$ cat src/rtl/gpio_rb_pkg.sv
package gpio_rb_pkg;
  localparam int unsigned REG_W  = 16;
  localparam int unsigned OFS_W  = 6;

  // register slots; the stored ones come first
  localparam int unsigned IDX_MODE   = 0;
  localparam int unsigned IDX_CLKDIV = 1;
  localparam int unsigned IDX_PWR    = 2;
  localparam int unsigned IDX_CLKCTL = 3;
  localparam int unsigned IDX_IRQREQ = 4;
  localparam int unsigned IDX_IRQMSK = 5;
  localparam int unsigned IDX_IRQSTA = 6;
  localparam int unsigned NSTORE     = 7;
  localparam int unsigned IDX_STAT   = 7;
  localparam int unsigned IDX_DIR    = 8;
  localparam int unsigned IDX_LVLW   = 9;
  localparam int unsigned IDX_LVLR   = 10;
  localparam int unsigned NSEL       = 11;

  localparam logic [OFS_W-1:0] OFS_TAB [NSEL] = '{
    6'h00, 6'h04, 6'h0C, 6'h10, 6'h14, 6'h18, 6'h1C,
    6'h08, 6'h20, 6'h24, 6'h28
  };

  localparam logic [REG_W-1:0] STAT_RST     = 16'h0002;
  localparam logic [REG_W-1:0] PWR_FORCE    = 16'h8040;
  localparam int unsigned      PWR_TRIG_BIT = 7;
endpackage

$ cat src/rtl/gpio_rb_decode.sv
module gpio_rb_decode
  import gpio_rb_pkg::*;
(
  input  logic [OFS_W-1:0] ofs_i,
  output logic [NSEL-1:0]  hit_o
);
  for (genvar g = 0; g < NSEL; g++) begin : g_hit
    assign hit_o[g] = (ofs_i == OFS_TAB[g]);
  end
endmodule

$ cat src/rtl/gpio_rb_store.sv
module gpio_rb_store
  import gpio_rb_pkg::*;
(
  input  logic              clk_i,
  input  logic              rst_ni,
  input  logic [NSTORE-1:0] wr_i,
  input  logic [REG_W-1:0]  wdata_i,
  output logic [REG_W-1:0]  q_o [NSTORE]
);
  for (genvar g = 0; g < NSTORE; g++) begin : g_reg
    logic [REG_W-1:0] reg_d;
    logic [REG_W-1:0] reg_q;

    if (g == IDX_PWR) begin : g_pwr
      always_comb begin
        reg_d = wdata_i;
        if (wdata_i[PWR_TRIG_BIT]) reg_d = wdata_i | PWR_FORCE;
      end
    end else begin : g_plain
      always_comb reg_d = wdata_i;
    end

    always_ff @(posedge clk_i or negedge rst_ni) begin
      if (!rst_ni)       reg_q <= '0;
      else if (wr_i[g])  reg_q <= reg_d;
    end

    assign q_o[g] = reg_q;
  end

  assert_pwr_force_R4: assert property (@(posedge clk_i) disable iff (!rst_ni)
    (wr_i[IDX_PWR] && wdata_i[PWR_TRIG_BIT]) |=>
      (q_o[IDX_PWR][15] && q_o[IDX_PWR][6] && q_o[IDX_PWR][PWR_TRIG_BIT]));

  assert_pwr_plain_R4: assert property (@(posedge clk_i) disable iff (!rst_ni)
    (wr_i[IDX_PWR] && !wdata_i[PWR_TRIG_BIT]) |=> (q_o[IDX_PWR] == $past(wdata_i)));
endmodule

$ cat src/rtl/gpio_rb_pins.sv
module gpio_rb_pins #(
  parameter int unsigned N_LINES = 16
) (
  input  logic               clk_i,
  input  logic               rst_ni,
  input  logic               wr_dir_i,
  input  logic               wr_lvl_i,
  input  logic [N_LINES-1:0] wdata_i,
  input  logic [N_LINES-1:0] pin_in_i,
  output logic [N_LINES-1:0] dir_o,
  output logic [N_LINES-1:0] lvl_o,
  output logic [N_LINES-1:0] pin_out_o,
  output logic [N_LINES-1:0] pin_tog_o
);
  logic [N_LINES-1:0] dir_q, dir_d;
  logic [N_LINES-1:0] lvl_q, lvl_d, lvl_bus;
  logic [N_LINES-1:0] in_q, in_chg;
  logic [N_LINES-1:0] drv_q, drv_d, drv_new;
  logic [N_LINES-1:0] tog_q, tog_d;
  logic               upd;

  // next-state
  always_comb begin
    upd     = wr_dir_i | wr_lvl_i;
    dir_d   = wr_dir_i ? wdata_i : dir_q;
    lvl_bus = wr_lvl_i ? (wdata_i & dir_q) : lvl_q;
    in_chg  = pin_in_i ^ in_q;
    lvl_d   = (lvl_bus & ~in_chg) | (pin_in_i & in_chg);
    drv_new = lvl_d & dir_d;
    drv_d   = upd ? drv_new : drv_q;
    tog_d   = upd ? (drv_new ^ drv_q) : '0;
  end

  // registers
  always_ff @(posedge clk_i or negedge rst_ni) begin
    if (!rst_ni)       dir_q <= '0;
    else if (wr_dir_i) dir_q <= dir_d;
  end

  always_ff @(posedge clk_i or negedge rst_ni) begin
    if (!rst_ni) begin
      lvl_q <= '0;
      in_q  <= '0;
      tog_q <= '0;
    end else begin
      lvl_q <= lvl_d;
      in_q  <= pin_in_i;
      tog_q <= tog_d;
    end
  end

  always_ff @(posedge clk_i or negedge rst_ni) begin
    if (!rst_ni)  drv_q <= '0;
    else if (upd) drv_q <= drv_d;
  end

  assign dir_o     = dir_q;
  assign lvl_o     = lvl_q;
  assign pin_out_o = drv_q;
  assign pin_tog_o = tog_q;

  assert_out_within_dir_R7: assert property (@(posedge clk_i) disable iff (!rst_ni)
    (pin_out_o & ~dir_o) == '0);

  assert_out_hold_R7: assert property (@(posedge clk_i) disable iff (!rst_ni)
    !(wr_dir_i || wr_lvl_i) |=> $stable(pin_out_o));

  assert_toggle_match_R8: assert property (@(posedge clk_i) disable iff (!rst_ni)
    pin_tog_o == (pin_out_o ^ $past(pin_out_o)));

  assert_input_lands_R9: assert property (@(posedge clk_i) disable iff (!rst_ni)
    (|in_chg) |=> ((lvl_o & $past(in_chg)) == ($past(pin_in_i) & $past(in_chg))));

  assert_level_masked_R6: assert property (@(posedge clk_i) disable iff (!rst_ni)
    (wr_lvl_i && in_chg == '0) |=> ((lvl_o & ~$past(dir_o)) == '0));
endmodule

$ cat src/rtl/gpio_regbank.sv
module gpio_regbank
  import gpio_rb_pkg::*;
#(
  parameter int unsigned ADDR_W = 12,
  parameter int unsigned BUS_W  = 32,
  parameter int unsigned N_GPIO = 16
) (
  input  logic              clk,
  input  logic              rst_n,
  input  logic              bus_wr,
  input  logic              bus_rd,
  input  logic [ADDR_W-1:0] bus_addr,
  input  logic [BUS_W-1:0]  bus_wdata,
  output logic [REG_W-1:0]  bus_rdata,
  input  logic [N_GPIO-1:0] gpio_in,
  output logic [N_GPIO-1:0] gpio_out,
  output logic [N_GPIO-1:0] gpio_toggle
);
  // reset: asserted asynchronously, released on the clock
  logic [1:0] rst_sync_q;
  logic       rst_int_n;

  always_ff @(posedge clk or negedge rst_n) begin
    if (!rst_n) rst_sync_q <= '0;
    else        rst_sync_q <= {rst_sync_q[0], 1'b1};
  end
  assign rst_int_n = rst_sync_q[1];

  logic               unused_bits;
  logic [REG_W-1:0]   wdata16;
  logic [NSEL-1:0]    hit;
  logic [NSTORE-1:0]  wr_vec;
  logic [REG_W-1:0]   store_q [NSTORE];
  logic [N_GPIO-1:0]  dir_q, lvl_q;
  logic [REG_W-1:0]   rd_val [NSEL];
  logic [REG_W-1:0]   rd_mux;

  assign unused_bits = ^{bus_wdata[BUS_W-1:REG_W], bus_addr[ADDR_W-1:OFS_W]};
  assign wdata16     = bus_wdata[REG_W-1:0];

  gpio_rb_decode i_decode (
    .ofs_i (bus_addr[OFS_W-1:0]),
    .hit_o (hit)
  );

  for (genvar g = 0; g < NSTORE; g++) begin : g_wr
    assign wr_vec[g] = bus_wr & hit[g];
  end

  gpio_rb_store i_store (
    .clk_i   (clk),
    .rst_ni  (rst_int_n),
    .wr_i    (wr_vec),
    .wdata_i (wdata16),
    .q_o     (store_q)
  );

  gpio_rb_pins #(.N_LINES(N_GPIO)) i_pins (
    .clk_i     (clk),
    .rst_ni    (rst_int_n),
    .wr_dir_i  (bus_wr & hit[IDX_DIR]),
    .wr_lvl_i  (bus_wr & (hit[IDX_LVLW] | hit[IDX_LVLR])),
    .wdata_i   (wdata16[N_GPIO-1:0]),
    .pin_in_i  (gpio_in),
    .dir_o     (dir_q),
    .lvl_o     (lvl_q),
    .pin_out_o (gpio_out),
    .pin_tog_o (gpio_toggle)
  );

  always_comb begin
    for (int i = 0; i < NSTORE; i++) rd_val[i] = store_q[i];
    rd_val[IDX_STAT] = STAT_RST;
    rd_val[IDX_DIR]  = REG_W'(dir_q);
    rd_val[IDX_LVLW] = REG_W'(lvl_q);
    rd_val[IDX_LVLR] = REG_W'(lvl_q);
  end

  always_comb begin
    rd_mux = '0;
    for (int i = 0; i < NSEL; i++) begin
      if (hit[i]) rd_mux = rd_mux | rd_val[i];
    end
    bus_rdata = bus_rd ? rd_mux : '0;
  end

  assert_unmapped_zero_R10: assert property (@(posedge clk) disable iff (!rst_int_n)
    (bus_rd && hit == '0) |-> (bus_rdata == '0));

  assert_status_fixed_R5: assert property (@(posedge clk) disable iff (!rst_int_n)
    (bus_rd && hit[IDX_STAT]) |-> (bus_rdata == 16'h0002));

  assert_idle_zero_R3: assert property (@(posedge clk) disable iff (!rst_int_n)
    !bus_rd |-> (bus_rdata == '0));
endmodule

$ cat config.mk
export PLATFORM = sky130hd
export DESIGN_NAME = gpio_regbank
export DESIGN_NICKNAME = d
export VERILOG_FILES = /design/src/rtl/gpio_rb_pkg.sv /design/src/rtl/gpio_rb_decode.sv /design/src/rtl/gpio_rb_store.sv /design/src/rtl/gpio_rb_pins.sv /design/src/rtl/gpio_regbank.sv
export SDC_FILE = /design/constraint.sdc
export NUM_CORES = 1
export LEC_CHECK = 0
export BUFFER_PORTS_ARGS = -buffer_cell sky130_fd_sc_hd__buf_2
export CORE_ASPECT_RATIO = 0.6
export CORE_UTILIZATION = 50
export CTS_CLUSTER_SIZE = 20
export DETAILED_ROUTE_END_ITERATION = 10
export PLACE_DENSITY = 0.81
export SETUP_SLACK_MARGIN = 0.1
export SYNTH_ARGS = -nofsm -noshare
export SYNTH_HDL_FRONTEND = slang
export SYNTH_HIERARCHICAL = 1
export SYNTH_SLANG_ARGS = --single-unit
$ cat constraint.sdc
create_clock -name clk -period 11.1 [get_ports clk]
set_input_delay 0 -clock clk [delete_from_list [all_inputs] [get_ports clk]]
set_output_delay 0 -clock clk [all_outputs]
set_load 0.005 [all_outputs]
==> flow_metrics.tcl <==
set metrics [dict create \
    track_usage_pct 23.6 \
    cp.arrival_ns 3.52 \
    hp-start "gpio_in[12]" \
    clk_pin_slew_ns 0.07 \
    status "finished clean" \
    fin_crit_ns 3.17 \
    htreeDepth 4 \
    io_pins 112 \
    die_x_um 177 \
    hold_violations 0 \
    start_kind "input pin" \
    syn-num-nets 757 \
    drt_iter0_drc 531 \
    ys_seq_area_share_pct 53.0 \
    gp_congestion 0.769 \
    drive_gt1_share_pct 34.4 \
    yosys.area_share.xor_xnor_pct 0.383 \
    fmax_ghz 0.315 \
    setup_ws_ns 7.93 \
    synth.avg_cell_area_um2 13.2 \
    ff2ff_path_depth 2 \
    synth_compound_area_share_pct 13.1 \
    worst_pin_slew_ns 1.33 \
    clock_sinks 194 \
    tns_ns 0 \
    drt_wl_total_um 21100 \
    synth_fa_ha_area_share_pct 1.31 \
    critPathMaxStageDelay_ns 1.13 \
    cp-end-kind "flop" \
    numPortBuffers 89 \
    setup_viol 0 \
    cp.required_ns 11.44 \
    crit_chain "buf_2, or4b_4, nor2_1, or2_1, and2_1, nand3_1, o211a_1, or3_1, a21oi_1" \
    cts_hold_buffers 34 \
    gr-total-overflow 0 \
    drv_cap 0 \
    dieArea_mm2 0.0189 \
    clk_latency_ns 0.44 \
    nets 867 \
    cts_tree "done" \
    drtPass1Iterations 5 \
    async_flop_share_pct 100 \
    reg2reg_from "rst_sync_q[1]$_DFF_PN0_" \
    die_h_um 107 \
    synth-simple-area-share_pct 7.17 \
    synthMuxAreaShare_pct 19.1 \
    maxSlewViolCount 0 \
    drtAntennaViolNets 0 \
    synth.distinct_cells 40 \
    wl_per_cell_um 20.0 \
    post_cts_buffers 0 \
    cp-startpoint "bus_addr[1]" \
    drc 0 \
    crit_buf_inv 1 \
    yosys.area.top_type_share_pct 53.0 \
    ys.flop_type "dfrtp_1" \
    yosysMostFrequentCell "dfrtp_1" \
    path_delay_family "simple AND/OR/NAND/NOR gates" \
    synth_seq_cells 194 \
    synth_top_area_cell "dfrtp_1" \
    rows 37 \
    hold_end "i_pins/in_q[12]$_DFF_PN0_" \
    grt_setup_unrepaired "false" \
    post_cts_resized 0 \
    synth_top_family_by_area "multiplexers" \
    clockBufferDepth 2 \
    hpwl_um 13700 \
    fin_worst_skew_ns 0.00902 \
    power_density_mw_per_mm2 154 \
    antenna_found_initial 1 \
    cp_slowest_cell "and2_1" \
    worstSetupPathType "in -> reg" \
    cp_max_fo 33 \
    yosysWarnings 6 \
    synth_commonest_cells "dfrtp_1, mux2_4, mux2_2" \
    hold_class "in -> reg" \
    ff2ff_setup_slack_ns 8.48 \
    leakage_nw 4.98 \
    coreArea_mm2 0.0175 \
    syn_area_mm2 0.00916 \
    grt_pass1_vias 6440 \
    post-place-ws_ns 7.52 \
    ys_top_cells_by_area "dfrtp_1, mux2_4, mux2_2" \
    num_vias 6150 \
    grt_pass1_wl_um 34300 \
    viasPerCell 5.85 \
    hold_depth 2 \
    start_util_pct 52.3 \
    grt_max_degree 77 \
    synth_edf_count 0 \
    root_buffer "clkbuf_16" \
    vdd_drop_max_mv 0.122 \
    relSlewSlack_pct 11.1 \
    synthCells 693 \
    cts_buffers 17 \
    r2r_end "i_pins/pin_tog_o[13]$_DFF_PN0_" \
    syn2layout_area_growth_pct 14.3 \
    finalCritPeriodShare_pct 28.6 \
]
-- placed cells by master, fill, tap and decap left out, types with 5 or more instances in the layout --
master,n
maj3_1,12
o21ai_2,5
a22o_1,22
or3_1,12
o21ai_0,27
o31ai_1,12
a221oi_2,5
nand3_1,12
nand2b_1,18
nor2_1,16
inv_1,29
nor2b_1,8
clkbuf_16,17
mux2_1,7
a221oi_1,27
o211a_1,12
dlygate4sd3_1,34
a31oi_1,16
dfrtp_1,193
nand2_1,40
buf_2,89
mux2_4,75
a21oi_1,14
and2_1,8
a22o_2,9
mux2_2,48
buf_4,10
-- area by class of cell --
type,count,area [um2]
fill,1383,7030
sequential,194,4860
multi-input combinational,428,3780
timing repair buffer,133,861
clock buffer,19,443
tap,234,293
clock inverter,13,118
inverter,29,109
antenna,1,2.50
-- registers in the layout, summed over array words and instances (netlist names) --
signal            count
i_pins/in_q          16
i_pins/lvl_o         16
i_pins/dir_o         16
i_pins/pin_tog_o     16
rst_sync_q            2
i_pins/pin_out_o     16
i_store/g.reg_q     112
-- routing by layer --
metal  GRT usage [%]  up-vias  share of wire (%)
li1                -     2762                  -
met1            33.2     3177                 47
met2            37.7      196                 46
met3            5.28       15                6.4
met4            4.80        0               0.68
met5               0        -                  0
-- where the power goes --
group          total (mW)  leakage, nW  switching [mW]  internal (mW)
Combinational       0.186         2.17          0.0802          0.106
Sequential          0.835         2.54          0.0528          0.783
Clock               0.592        0.272           0.291          0.301
Total                1.61         4.98           0.424           1.19
-- kinds of logic after synthesis --
| kind of cell | count (synthesis) |
|---|---|
| AOI/OAI and AO/OA | 154 |
| xor gates and xnor gates | 4 |
| adders and majority gates | 12 |
| buffers and inverters | 71 |
| DFF | 194 |
| muxes | 130 |
| other | 1 |
| and+or+nand+nor | 127 |
-- worst max-delay path by stage --
stage	endpoint	slack (ns)	cells past startpoint
final	i_pins/pin_tog_o[1]$_DFF_PN0_	7.93	9
after global routing	i_pins/pin_tog_o[6]$_DFF_PN0_	7.73	9
after CTS	i_pins/pin_tog_o[1]$_DFF_PN0_	8.04	9
after detailed placement	i_pins/pin_tog_o[1]$_DFF_PN0_	7.52	9
after global placement	i_pins/pin_tog_o[1]$_DFF_PN0_	7.70	9
after floorplan	i_pins/dir_o[0]$_DFFE_PN0P_	5.29	0
-- metrics by stage --
stage | cells | hold WS [ns] | cell area, um2 | util (%) | power [mW]
2_1_floorplan | 693 | -0.296 | 9160 | - | 0.962
3_3_place_gp | 984 | -0.205 | 9570 | 54.7 | 1.01
3_5_place_dp | 984 | -0.202 | 9570 | 54.7 | 1.02
4_1_cts | 1050 | 0.236 | 10500 | 59.8 | 1.62
5_1_grt | 1050 | 0.252 | 10500 | 59.8 | 1.68
6_report | 1051 | 0.248 | 10500 | 59.8 | 1.61
Power figures use the tool's default switching activity.
